--- config.mk ---
export PLATFORM = sky130hd
export DESIGN_NAME = ptr_shadow_frontend
export DESIGN_NICKNAME = d
export VERILOG_FILES = /design/src/rtl/ptrsh_pkg.sv /design/src/rtl/ptrsh_bank_ctl.sv /design/src/rtl/ptrsh_shadow_file.sv /design/src/rtl/ptrsh_addr_gen.sv /design/src/rtl/ptrsh_mov_seq.sv /design/src/rtl/ptr_shadow_frontend.sv
export SDC_FILE = /design/constraint.sdc
export NUM_CORES = 1
export LEC_CHECK = 0
export BUFFER_PORTS_ARGS = -buffer_cell sky130_fd_sc_hd__buf_2
export CORE_MARGIN = 10
export CORE_UTILIZATION = 60
export DETAILED_ROUTE_END_ITERATION = 10
export GPL_ROUTABILITY_DRIVEN = 0
export GPL_TIMING_DRIVEN = 1
export PLACE_DENSITY = 0.84
export REMOVE_ABC_BUFFERS = 1
export SLEW_MARGIN = 10
export SYNTH_ARGS = -nofsm -noshare
export SYNTH_HDL_FRONTEND = slang
export SYNTH_SLANG_ARGS = --single-unit
--- constraint.sdc ---
create_clock -name clk -period 6.63 [get_ports clk]
set_input_delay 1.6575 -clock clk [delete_from_list [all_inputs] [get_ports clk]]
set_output_delay 1.6575 -clock clk [all_outputs]
set_load 0.05 [all_outputs]
--- src/rtl/ptrsh_pkg.sv ---
package ptrsh_pkg;
  localparam int unsigned DW       = 8;
  localparam int unsigned AW       = 8;
  localparam int unsigned BANK_W   = 2;
  localparam int unsigned SEL_W    = 1;
  localparam int unsigned BANK_LSB = 3;
  localparam logic [7:0]  PSW_ADDR = 8'hD0;
  localparam logic [7:0]  OP_MOVI  = 8'h76;

  typedef enum logic {
    SEQ_IDLE = 1'b0,
    SEQ_EXEC = 1'b1
  } seq_state_e;

  typedef struct packed {
    logic          iram_we;
    logic          sfr_we;
    logic [AW-1:0] addr;
    logic [DW-1:0] data;
  } wbus_t;
endpackage

--- src/rtl/ptrsh_bank_ctl.sv ---
module ptrsh_bank_ctl #(
  parameter int unsigned AW       = ptrsh_pkg::AW,
  parameter int unsigned BANK_W   = ptrsh_pkg::BANK_W,
  parameter logic [AW-1:0] PSW_AD = ptrsh_pkg::PSW_ADDR
) (
  input  logic              clk,
  input  logic              rst_n,
  input  logic              cm_sfr_we,
  input  logic [AW-1:0]     cm_addr,
  input  logic [BANK_W-1:0] cm_bank_bits,
  output logic [BANK_W-1:0] bank_o
);
  logic [BANK_W-1:0] bank_q;
  logic              psw_hit;

  assign psw_hit = cm_sfr_we && (cm_addr == PSW_AD);

  always_ff @(posedge clk or negedge rst_n) begin
    if (!rst_n)       bank_q <= '0;
    else if (psw_hit) bank_q <= cm_bank_bits;
  end

  assign bank_o = bank_q;

  p_bank_load_r6: assert property (@(posedge clk) disable iff (!rst_n)
    psw_hit |=> (bank_o == $past(cm_bank_bits)));

  p_bank_hold_r6: assert property (@(posedge clk) disable iff (!rst_n)
    !psw_hit |=> $stable(bank_o));
endmodule

--- src/rtl/ptrsh_shadow_file.sv ---
module ptrsh_shadow_file #(
  parameter int unsigned AW       = ptrsh_pkg::AW,
  parameter int unsigned DW       = ptrsh_pkg::DW,
  parameter int unsigned BANK_W   = ptrsh_pkg::BANK_W,
  parameter int unsigned SEL_W    = ptrsh_pkg::SEL_W,
  parameter int unsigned BANK_LSB = ptrsh_pkg::BANK_LSB
) (
  input  logic                     clk,
  input  logic                     rst_n,
  input  logic                     cm_iram_we,
  input  logic                     cm_sfr_we,
  input  logic [AW-1:0]            cm_addr,
  input  logic [DW-1:0]            cm_data,
  input  logic [BANK_W+SEL_W-1:0]  rd_a_idx,
  input  logic [BANK_W+SEL_W-1:0]  rd_b_idx,
  output logic [DW-1:0]            rd_a_data,
  output logic [DW-1:0]            rd_b_data
);
  localparam int unsigned IDX_W  = BANK_W + SEL_W;
  localparam int unsigned NUM_SH = 1 << IDX_W;
  localparam int unsigned HI_LSB = BANK_LSB + BANK_W;

  logic [NUM_SH-1:0][DW-1:0] sh_q;
  logic                      in_window;
  logic                      hit;
  logic [IDX_W-1:0]          hit_idx;

  // Pointer locations: upper bits zero, gap bits between register and bank zero.
  assign in_window = (cm_addr[AW-1:HI_LSB] == '0) &&
                     (cm_addr[BANK_LSB-1:SEL_W] == '0);
  assign hit       = cm_iram_we && in_window;
  assign hit_idx   = {cm_addr[BANK_LSB +: BANK_W], cm_addr[SEL_W-1:0]};

  for (genvar g = 0; g < NUM_SH; g++) begin : g_entry
    always_ff @(posedge clk or negedge rst_n) begin
      if (!rst_n)                                  sh_q[g] <= '0;
      else if (hit && (hit_idx == IDX_W'(g)))      sh_q[g] <= cm_data;
    end
  end

  assign rd_a_data = sh_q[rd_a_idx];
  assign rd_b_data = sh_q[rd_b_idx];

  p_snoop_load_r4: assert property (@(posedge clk) disable iff (!rst_n)
    hit |=> (sh_q[$past(hit_idx)] == $past(cm_data)));

  p_miss_hold_r4: assert property (@(posedge clk) disable iff (!rst_n)
    (cm_iram_we && !in_window) |=> $stable(sh_q));

  p_sfr_no_touch_r5: assert property (@(posedge clk) disable iff (!rst_n)
    cm_sfr_we |=> $stable(sh_q));
endmodule

--- src/rtl/ptrsh_addr_gen.sv ---
module ptrsh_addr_gen #(
  parameter int unsigned AW       = ptrsh_pkg::AW,
  parameter int unsigned BANK_W   = ptrsh_pkg::BANK_W,
  parameter int unsigned SEL_W    = ptrsh_pkg::SEL_W,
  parameter int unsigned BANK_LSB = ptrsh_pkg::BANK_LSB
) (
  input  logic [BANK_W-1:0]        bank,
  input  logic [BANK_LSB-1:0]      dec_reg,
  input  logic [SEL_W-1:0]         seq_sel,
  output logic [AW-1:0]            rn_addr,
  output logic [BANK_W+SEL_W-1:0]  dec_idx,
  output logic [BANK_W+SEL_W-1:0]  seq_idx
);
  localparam int unsigned PAD_W = AW - BANK_W - BANK_LSB;

  assign rn_addr = {{PAD_W{1'b0}}, bank, dec_reg};
  assign dec_idx = {bank, dec_reg[SEL_W-1:0]};
  assign seq_idx = {bank, seq_sel};
endmodule

--- src/rtl/ptrsh_mov_seq.sv ---
module ptrsh_mov_seq
  import ptrsh_pkg::*;
#(
  parameter int unsigned DW       = ptrsh_pkg::DW,
  parameter int unsigned SEL_W    = ptrsh_pkg::SEL_W,
  parameter logic [7:0]  OP_BASE  = ptrsh_pkg::OP_MOVI
) (
  input  logic             clk,
  input  logic             rst_n,
  input  logic             ins_valid,
  input  logic [7:0]       ins_op,
  input  logic [DW-1:0]    ins_imm,
  output logic             ins_ready,
  output logic             exec_o,
  output logic [SEL_W-1:0] sel_o,
  output logic [DW-1:0]    imm_o
);
  seq_state_e       st_q;
  logic [SEL_W-1:0] sel_q;
  logic [DW-1:0]    imm_q;
  logic             take;
  logic             is_movi;

  assign is_movi   = (ins_op[7:SEL_W] == OP_BASE[7:SEL_W]);
  assign ins_ready = (st_q == SEQ_IDLE);
  assign take      = ins_valid && ins_ready && is_movi;

  always_ff @(posedge clk or negedge rst_n) begin
    if (!rst_n) begin
      st_q  <= SEQ_IDLE;
      sel_q <= '0;
      imm_q <= '0;
    end else begin
      case (st_q)
        SEQ_IDLE: if (take) begin
          st_q  <= SEQ_EXEC;
          sel_q <= ins_op[SEL_W-1:0];
          imm_q <= ins_imm;
        end
        default:  st_q <= SEQ_IDLE;
      endcase
    end
  end

  assign exec_o = (st_q == SEQ_EXEC);
  assign sel_o  = sel_q;
  assign imm_o  = imm_q;

  p_exec_single_r7: assert property (@(posedge clk) disable iff (!rst_n)
    exec_o |=> !exec_o);

  p_take_exec_r7: assert property (@(posedge clk) disable iff (!rst_n)
    (ins_valid && ins_ready && is_movi) |=> (exec_o && imm_o == $past(ins_imm)));

  p_other_op_r9: assert property (@(posedge clk) disable iff (!rst_n)
    (ins_valid && ins_ready && !is_movi) |=> !exec_o);
endmodule

--- src/rtl/ptr_shadow_frontend.sv ---
module ptr_shadow_frontend
  import ptrsh_pkg::*;
#(
  parameter int unsigned AW       = ptrsh_pkg::AW,
  parameter int unsigned DW       = ptrsh_pkg::DW,
  parameter int unsigned BANK_W   = ptrsh_pkg::BANK_W,
  parameter int unsigned SEL_W    = ptrsh_pkg::SEL_W,
  parameter int unsigned BANK_LSB = ptrsh_pkg::BANK_LSB
) (
  input  logic                clk,
  input  logic                rst_n,
  input  logic [BANK_LSB-1:0] dec_reg,
  output logic [AW-1:0]       rn_addr,
  output logic [DW-1:0]       ri_ptr,
  input  logic                ins_valid,
  output logic                ins_ready,
  input  logic [7:0]          ins_op,
  input  logic [DW-1:0]       ins_imm,
  input  logic                wr_valid,
  output logic                wr_ready,
  input  logic [AW-1:0]       wr_addr,
  input  logic [DW-1:0]       wr_data,
  output logic [AW-1:0]       bus_addr,
  output logic [DW-1:0]       bus_wdata,
  output logic                iram_we,
  output logic                sfr_we
);
  localparam int unsigned IDX_W = BANK_W + SEL_W;

  logic [BANK_W-1:0] bank;
  logic              exec;
  logic [SEL_W-1:0]  seq_sel;
  logic [DW-1:0]     seq_imm;
  logic [IDX_W-1:0]  dec_idx;
  logic [IDX_W-1:0]  seq_idx;
  logic [DW-1:0]     seq_ptr;
  wbus_t             cm;

  ptrsh_mov_seq #(.DW(DW), .SEL_W(SEL_W)) u_seq (
    .clk(clk), .rst_n(rst_n),
    .ins_valid(ins_valid), .ins_op(ins_op), .ins_imm(ins_imm),
    .ins_ready(ins_ready), .exec_o(exec), .sel_o(seq_sel), .imm_o(seq_imm)
  );

  ptrsh_addr_gen #(.AW(AW), .BANK_W(BANK_W), .SEL_W(SEL_W), .BANK_LSB(BANK_LSB)) u_agen (
    .bank(bank), .dec_reg(dec_reg), .seq_sel(seq_sel),
    .rn_addr(rn_addr), .dec_idx(dec_idx), .seq_idx(seq_idx)
  );

  // Write bus: the execute cycle owns it, otherwise an accepted core write.
  always_comb begin
    cm = '0;
    if (exec) begin
      cm.addr    = AW'(seq_ptr);
      cm.data    = seq_imm;
      cm.iram_we = !seq_ptr[DW-1];
      cm.sfr_we  = seq_ptr[DW-1];
    end else begin
      cm.addr    = wr_addr;
      cm.data    = wr_data;
      cm.iram_we = wr_valid && !wr_addr[AW-1];
      cm.sfr_we  = wr_valid && wr_addr[AW-1];
    end
  end

  assign wr_ready  = !exec;
  assign bus_addr  = cm.addr;
  assign bus_wdata = cm.data;
  assign iram_we   = cm.iram_we;
  assign sfr_we    = cm.sfr_we;

  ptrsh_shadow_file #(.AW(AW), .DW(DW), .BANK_W(BANK_W), .SEL_W(SEL_W),
                      .BANK_LSB(BANK_LSB)) u_shadow (
    .clk(clk), .rst_n(rst_n),
    .cm_iram_we(cm.iram_we), .cm_sfr_we(cm.sfr_we),
    .cm_addr(cm.addr), .cm_data(cm.data),
    .rd_a_idx(dec_idx), .rd_b_idx(seq_idx),
    .rd_a_data(ri_ptr), .rd_b_data(seq_ptr)
  );

  ptrsh_bank_ctl #(.AW(AW), .BANK_W(BANK_W)) u_bank (
    .clk(clk), .rst_n(rst_n),
    .cm_sfr_we(cm.sfr_we), .cm_addr(cm.addr),
    .cm_bank_bits(cm.data[BANK_LSB +: BANK_W]),
    .bank_o(bank)
  );

  p_strobe_excl_r5: assert property (@(posedge clk) disable iff (!rst_n)
    !(iram_we && sfr_we));

  p_mov_writes_r7: assert property (@(posedge clk) disable iff (!rst_n)
    (ins_valid && ins_ready && ins_op[7:1] == OP_MOVI[7:1]) |=> (iram_we || sfr_we) && !wr_ready);

  p_ready_back_r8: assert property (@(posedge clk) disable iff (!rst_n)
    !ins_ready |=> ins_ready);
endmodule

==> impl_metrics.tcl, run 1 <==
set metrics [dict create \
    outcome "complete, no violations" \
    grt_start_max_net_pins 77 \
    grt_usage_pct 20.0 \
    synth_commonest_cells "dfrtp_1, mux2_2, mux2i_1" \
    use_met1_pct 25.6 \
    wl_um 11000 \
    crit_start "u_bank.bank_o[0]" \
    ctsHoldBuffers 0 \
    cts_inserted_buffers 9 \
    drive_gt1_share_pct 56.3 \
    cts.sinks 76 \
    core_area_mm2 0.00721 \
    drc 0 \
    finalMaxSlewViolations 0 \
    synth_top_area_share_pct 42.8 \
    numPortBuffers 67 \
    antenna_found_initial 0 \
    grt_pass1_vias 3153 \
    cts_max_level 3 \
    tightest_slew_ps 1100 \
    num_antenna_cells 0 \
    worst_hold_path_type "reg -> reg" \
    viasPerCell 6.15 \
    firstDrtPassIters 4 \
    total_leakage_power_nw 2.30 \
    relSlewSlack_pct 26.5 \
    postPlaceCellArea_mm2 0.00479 \
    fin_skew_ps 9.76 \
    vias 2890 \
    synth_ff_type "dfrtp_1" \
    ios 75 \
    reg2reg_from "u_bank.bank_o[0]" \
    timing.fmax_ghz 0.199 \
    synth.cell_area_mm2 0.00445 \
    ir_drop_v 0.000148 \
    worstPathRequired_ps 4970 \
    finalSetupViolCount 0 \
    drt_iter0_drc 128 \
    post_drt_wl_per_cell_um 23.4 \
    critical_path_peak_fanout 22 \
    post_cts_resized 0 \
    ant_nets 0 \
    yosysMostFrequentCell "dfrtp_1" \
    crit_arrival_ps 3370 \
    avgSynthCellArea_um2 14.6 \
    min_from "u_seq.imm_o[6]" \
    ys_seq_area_share_pct 42.8 \
    die_w_um 106 \
    ys_async_sr_fraction_pct 100 \
    fin_tns_setup_ps 0 \
    synth_warnings 0 \
    ys_seq_elements 76 \
    fin_crit_sh_pct 75.8 \
    grt_overflow 0 \
    use_met2_pct 31.7 \
    grtUsageMet3_pct 5.19 \
    worstSkewPairLatency_ps 360 \
    hold_slack_ps 508 \
    hold_violations 0 \
    busiest_layer "met2" \
    yosysTopAreaCell "dfrtp_1" \
    fin_area_mm2 0.00499 \
    grt_pass1_wl_um 17500 \
    clock_path_buffers 2 \
    final_util_pct 69.1 \
    area_delta_synth_final_pct 12.2 \
    rows 31 \
    postCtsSetupBuffers 0 \
    crit_type "reg -> out" \
    yosys.cell_types.count 37 \
    clkTransAtPathRegs_ps 70 \
    cp-start-kind "register" \
    place_hpwl_um 7310 \
    root_buffer "clkbuf_8" \
    dieArea_mm2 0.0113 \
    post-route-min-period_ps 5030 \
    endpoint_kind "output pin" \
    synth.area.top_cells "dfrtp_1, mux2_2, mux2_4" \
    postSynthCellCount 305 \
    power.density_mw_per_mm2 211 \
    die_h_um 106 \
    cts_tree "built" \
    grt_setup_unrepaired "false" \
    synth_edf_count 0 \
    maxCapViolations 0 \
    finalNetCount 405 \
    start_util_pct 61.6 \
]
==> routing by layer <==
metal | routed length [µm] | share of wire, %
met1 | 4830 | 44
met3 | 772 | 7.0
met5 | 0 | 0
met2 | 5250 | 48
met4 | 138 | 1.3
==> cells by family after synthesis <==
| group | count (synthesis) | share of synthesized area, % |
|---|---|---|
| muxes | 139 | 40.4 |
| other | 1 | 0.0843 |
| AOI/OAI and AO/OA | 26 | 5.60 |
| and+or+nand+nor | 32 | 6.89 |
| DFF | 76 | 42.8 |
| buffers and inverters | 31 | 4.28 |
==> through the flow <==
stage | setup WS, ps | cells | power [mW]
2_1_floorplan | 2200 | 284 | 0.644
3_3_place_gp | 1760 | 454 | 0.697
3_5_place_dp | 1700 | 454 | 0.703
4_1_cts | 1680 | 470 | 1.06
5_1_grt | 1560 | 470 | 1.09
6_report | 1600 | 470 | 1.05
==> critical path: stages, from the launching register on <==
cell	delay, ps
dfrtp_1	1070
nor2b_1	850
a22oi_1	290
a31oi_4	460
inv_4	90
buf_2	230
==> cells in the final DEF, fill, tap and decap left out, drive strengths merged, types with 3 or more instances in the layout <==
master / Yosys / routed
mux2i: 32 / 32
inv: 8 / 8
nand2: 3 / 3
conb: 1 / 3
nor2b: 9 / 9
dfrtp: 76 / 76
mux2: 91 / 91
nor4: 4 / 4
nor2: 3 / 3
clkbuf: 5 / 15
nand3: 4 / 4
a22oi: 16 / 16
buf: 18 / 71
a31oi: 7 / 7
mux4: 16 / 16
==> registers in the layout, indices dropped and copies added (netlist names) <==
name,count
u_shadow.sh_q,64
u_seq.imm_o,8
u_bank.bank_o,2
u_seq.exec_o,1
u_seq.sel_o,1
==> area by class of cell <==
cell class / instances / area (µm²)
fillers: 521 / 2230
repair buffers: 71 / 365
flip-flops and latches: 76 / 1900
inverters: 8 / 32.5
clock buffers: 15 / 166
well taps: 99 / 124
clock inverters: 1 / 30.0
multi-input cells: 200 / 2370
==> final timing paths <==
check,depth (start not counted),end,slack (ps)
setup / recovery,5,bus_addr[0],1600
hold / removal,1,u_seq.imm_o[6],510
setup reg to reg,6,u_shadow.sh_q[6],2440
hold reg to reg,1,u_seq.imm_o[6],510
max in group asynchronous,2,u_shadow.sh_q[40],4470
min in group asynchronous,2,u_seq.exec_o,1530
==> where the power goes <==
part	leakage [nW]	switching [mW]	internal [mW]
logic	1.15	0.109	0.0741
registers	1.05	0.0237	0.488
clock network	0.0979	0.163	0.195
Power figures use the tool's default switching activity.
==> run 2, diff against run 1 <==
Settings changed: ABC_AREA from default to 1, CORE_UTILIZATION 60 to 57, PLACE_DENSITY 0.84 to 0.8.
Clock period 6.63 ns to 4.7 ns, I/O delays scaled along.
==> run 2 against run 1 <==
Core utilization down 3.2 points. Design area up 3.7%. First-iteration DRC count rose to 3.1 times the previous value. Clock skew up 9.3 ps. Combinational power up 77%. Sequential share of layout area down 1.4 points. Clock power up 42%. Flip-flop and latch count unchanged. Largest power group unchanged. Critical path type is now in -> out. Synthesized area up 4.9%.
==> impl_metrics.tcl, run 2 <==
set metrics [dict create \
    viasPerCell 5.62 \
    rr_worst_depth 13 \
    ys_seq_area_share_pct 40.8 \
    finalWorstSetupSlack_ps 778 \
    firstDrtPassIters 5 \
    fin_crit_sh_pct 83.5 \
    min_path_cells 2 \
    yosysMostFrequentCell "nand2_1" \
    postCtsSetupBuffers 0 \
    ff2ff_setup_slack_ps 1270 \
    wl_um 12900 \
    min_to "u_shadow.sh_q[49]" \
    clock_path_buffers 2 \
    post_drt_wl_per_cell_um 15.9 \
    finalSetupViolCount 0 \
    ys_async_sr_fraction_pct 100 \
    finalNetCount 748 \
    total_leakage_power_nw 2.87 \
    crit_family "buffers and inverters" \
    yosys.cell_types.count 27 \
    mostFrequentLayoutCell "nand2_1" \
    ios 75 \
    relSlewSlack_pct 36.1 \
    maxCapViolations 0 \
    dp_slack_ps 797 \
    cp_slowest_cell "clkinv_1" \
    crit_arrival_ps 2750 \
    drc 0 \
    synth.cell_area_mm2 0.00467 \
    area_delta_synth_final_pct 10.9 \
    ant_nets 0 \
    worstPathRequired_ps 3520 \
    grt_pass1_wl_um 21900 \
    antenna_found_initial 0 \
    r2r-end "u_shadow.sh_q[9]" \
    fin_skew_ps 19.1 \
    synth_ff_type "dfrtp_1" \
    ir_drop_v 0.000214 \
    yosysTopAreaCell "dfrtp_1" \
    post_cts_resized 0 \
    hold_violations 0 \
    worstSkewPairLatency_ps 370 \
    place_hpwl_um 9270 \
    largest_reg_flops 64 \
    numPortBuffers 67 \
    die_w_um 110 \
    final_cell_mix "nand2_1, nand3_1, dfrtp_1" \
    largest_register "u_shadow.sh_q" \
    drt_iter0_drc 391 \
    ctsHoldBuffers 0 \
    worst_hold_path_type "reg -> reg" \
    timing.fmax_ghz 0.255 \
    grt_start_max_net_pins 77 \
    root_buffer "clkbuf_8" \
    outcome "complete, no violations" \
    synth_top_area_share_pct 40.8 \
    start_util_pct 59.5 \
    tightest_slew_ps 958 \
    cp-start-kind "input port" \
    vias 4584 \
    avgSynthCellArea_um2 7.06 \
    crit_top_cell "buf_2" \
    rows 32 \
    postPlaceCellArea_mm2 0.00498 \
    core_area_mm2 0.00785 \
    grt_pass1_vias 4528 \
    path_buf_inv 4 \
    grt_overflow 0 \
    max_stage_delay_ps 450 \
    ys_seq_elements 76 \
    power.density_mw_per_mm2 300 \
    fin_area_mm2 0.00517 \
    fin_tns_setup_ps 0 \
    postSynthCellCount 661 \
    clkTransAtPathRegs_ps 70 \
    min_from "u_shadow.sh_q[49]" \
    num_antenna_cells 0 \
    endpoint_kind "output pin" \
    cts_tree "built" \
    die_h_um 110 \
    crit_type "in -> out" \
    critical_path_peak_fanout 23 \
    synth.area.top_cells "dfrtp_1, nand2_1, nand3_1" \
    post-route-min-period_ps 3920 \
    cts_max_level 3 \
    cts_inserted_buffers 9 \
    grt_usage_pct 21.0 \
    finalMaxSlewViolations 0 \
    cts.sinks 76 \
    path_cells "buf_2, clkinv_1, buf_4, a21oi_1, a221oi_1, a31oi_1, buf_2" \
    synth_warnings 0 \
    drive_gt1_share_pct 17.4 \
    reg2reg_from "u_seq.sel_o" \
    synth_commonest_cells "nand2_1, nand3_1, dfrtp_1" \
    dieArea_mm2 0.0122 \
    synth_edf_count 0 \
    grt_setup_unrepaired "false" \
]
## run 2: cell types whose count changed in the layout (fill, tap and decap cells not counted), moves of 9 or more
cell      delta
mux2_4      -24
mux2_2      -65
inv_1       +27
nand3_1     +97
nand2_1    +245
mux2i_1     -32
mux4_2      -16
a21oi_1     +22
nor2b_1      -9
a22oi_1     -16
o211ai_1    +15
nor2_1      +25
o21ai_0     +38
## run 2: power breakdown
part	internal, mW	switching (mW)	leakage, nW
Combinational	0.0938	0.231	1.74
Clock	0.248	0.261	0.0862
Sequential	0.688	0.0342	1.04
## run 2: cells by family after synthesis
logic type	share of synthesized area (%)
buffers and inverters	8.85
other	0.0804
DFF	40.8
AOI/OAI and AO/OA	11.0
and+or+nand+nor	39.3
## run 2: through the flow
stage	std cells	utilization (%)	hold slack, ps	power [mW]
3_3_place_gp	800	63.5	455	1.04
2_1_floorplan	621	-	442	0.950
4_1_cts	816	65.9	477	1.56
3_5_place_dp	800	63.5	459	1.05
5_1_grt	816	65.9	501	1.62
6_report	816	65.9	479	1.55
## run 2: area by class of cell
type                    instances  area [µm²]
fillers                       714        2670
multi-input cells             501        2360
flip-flops and latches         76        1900
repair buffers                 77         425
inverters                      44         168
clock buffers                  11         131
well taps                     102         128
clock inverters                 5        61.3
## run 2: worst max path at each step
stage | startpoint | to | depth (start not counted)
after detailed placement | dec_reg[0] | ri_ptr[2] | 7
after global routing | dec_reg[0] | ri_ptr[2] | 7
after floorplan | dec_reg[0] | ri_ptr[2] | 4
after global placement | dec_reg[0] | ri_ptr[2] | 7
final | dec_reg[0] | ri_ptr[2] | 7
after CTS | dec_reg[0] | ri_ptr[2] | 7
## run 2: layer usage
| metal | up-vias | track usage, % | part of all wire (%) | wire length, µm |
|---|---|---|---|---|
| met5 | - | 0 | 0 | 0 |
| met4 | 0 | 8.12 | 2.1 | 273 |
| met3 | 32 | 4.97 | 8.8 | 1140 |
| met2 | 228 | 34.2 | 48 | 6240 |
| met1 | 2093 | 26.2 | 41 | 5290 |
| li1 | 2231 | - | - | - |
## run 2: worst min-delay path, cell delays in order (launching register included)
cell     delay, ps
dfrtp_1        350
nand2_1         50
nand2_1         50
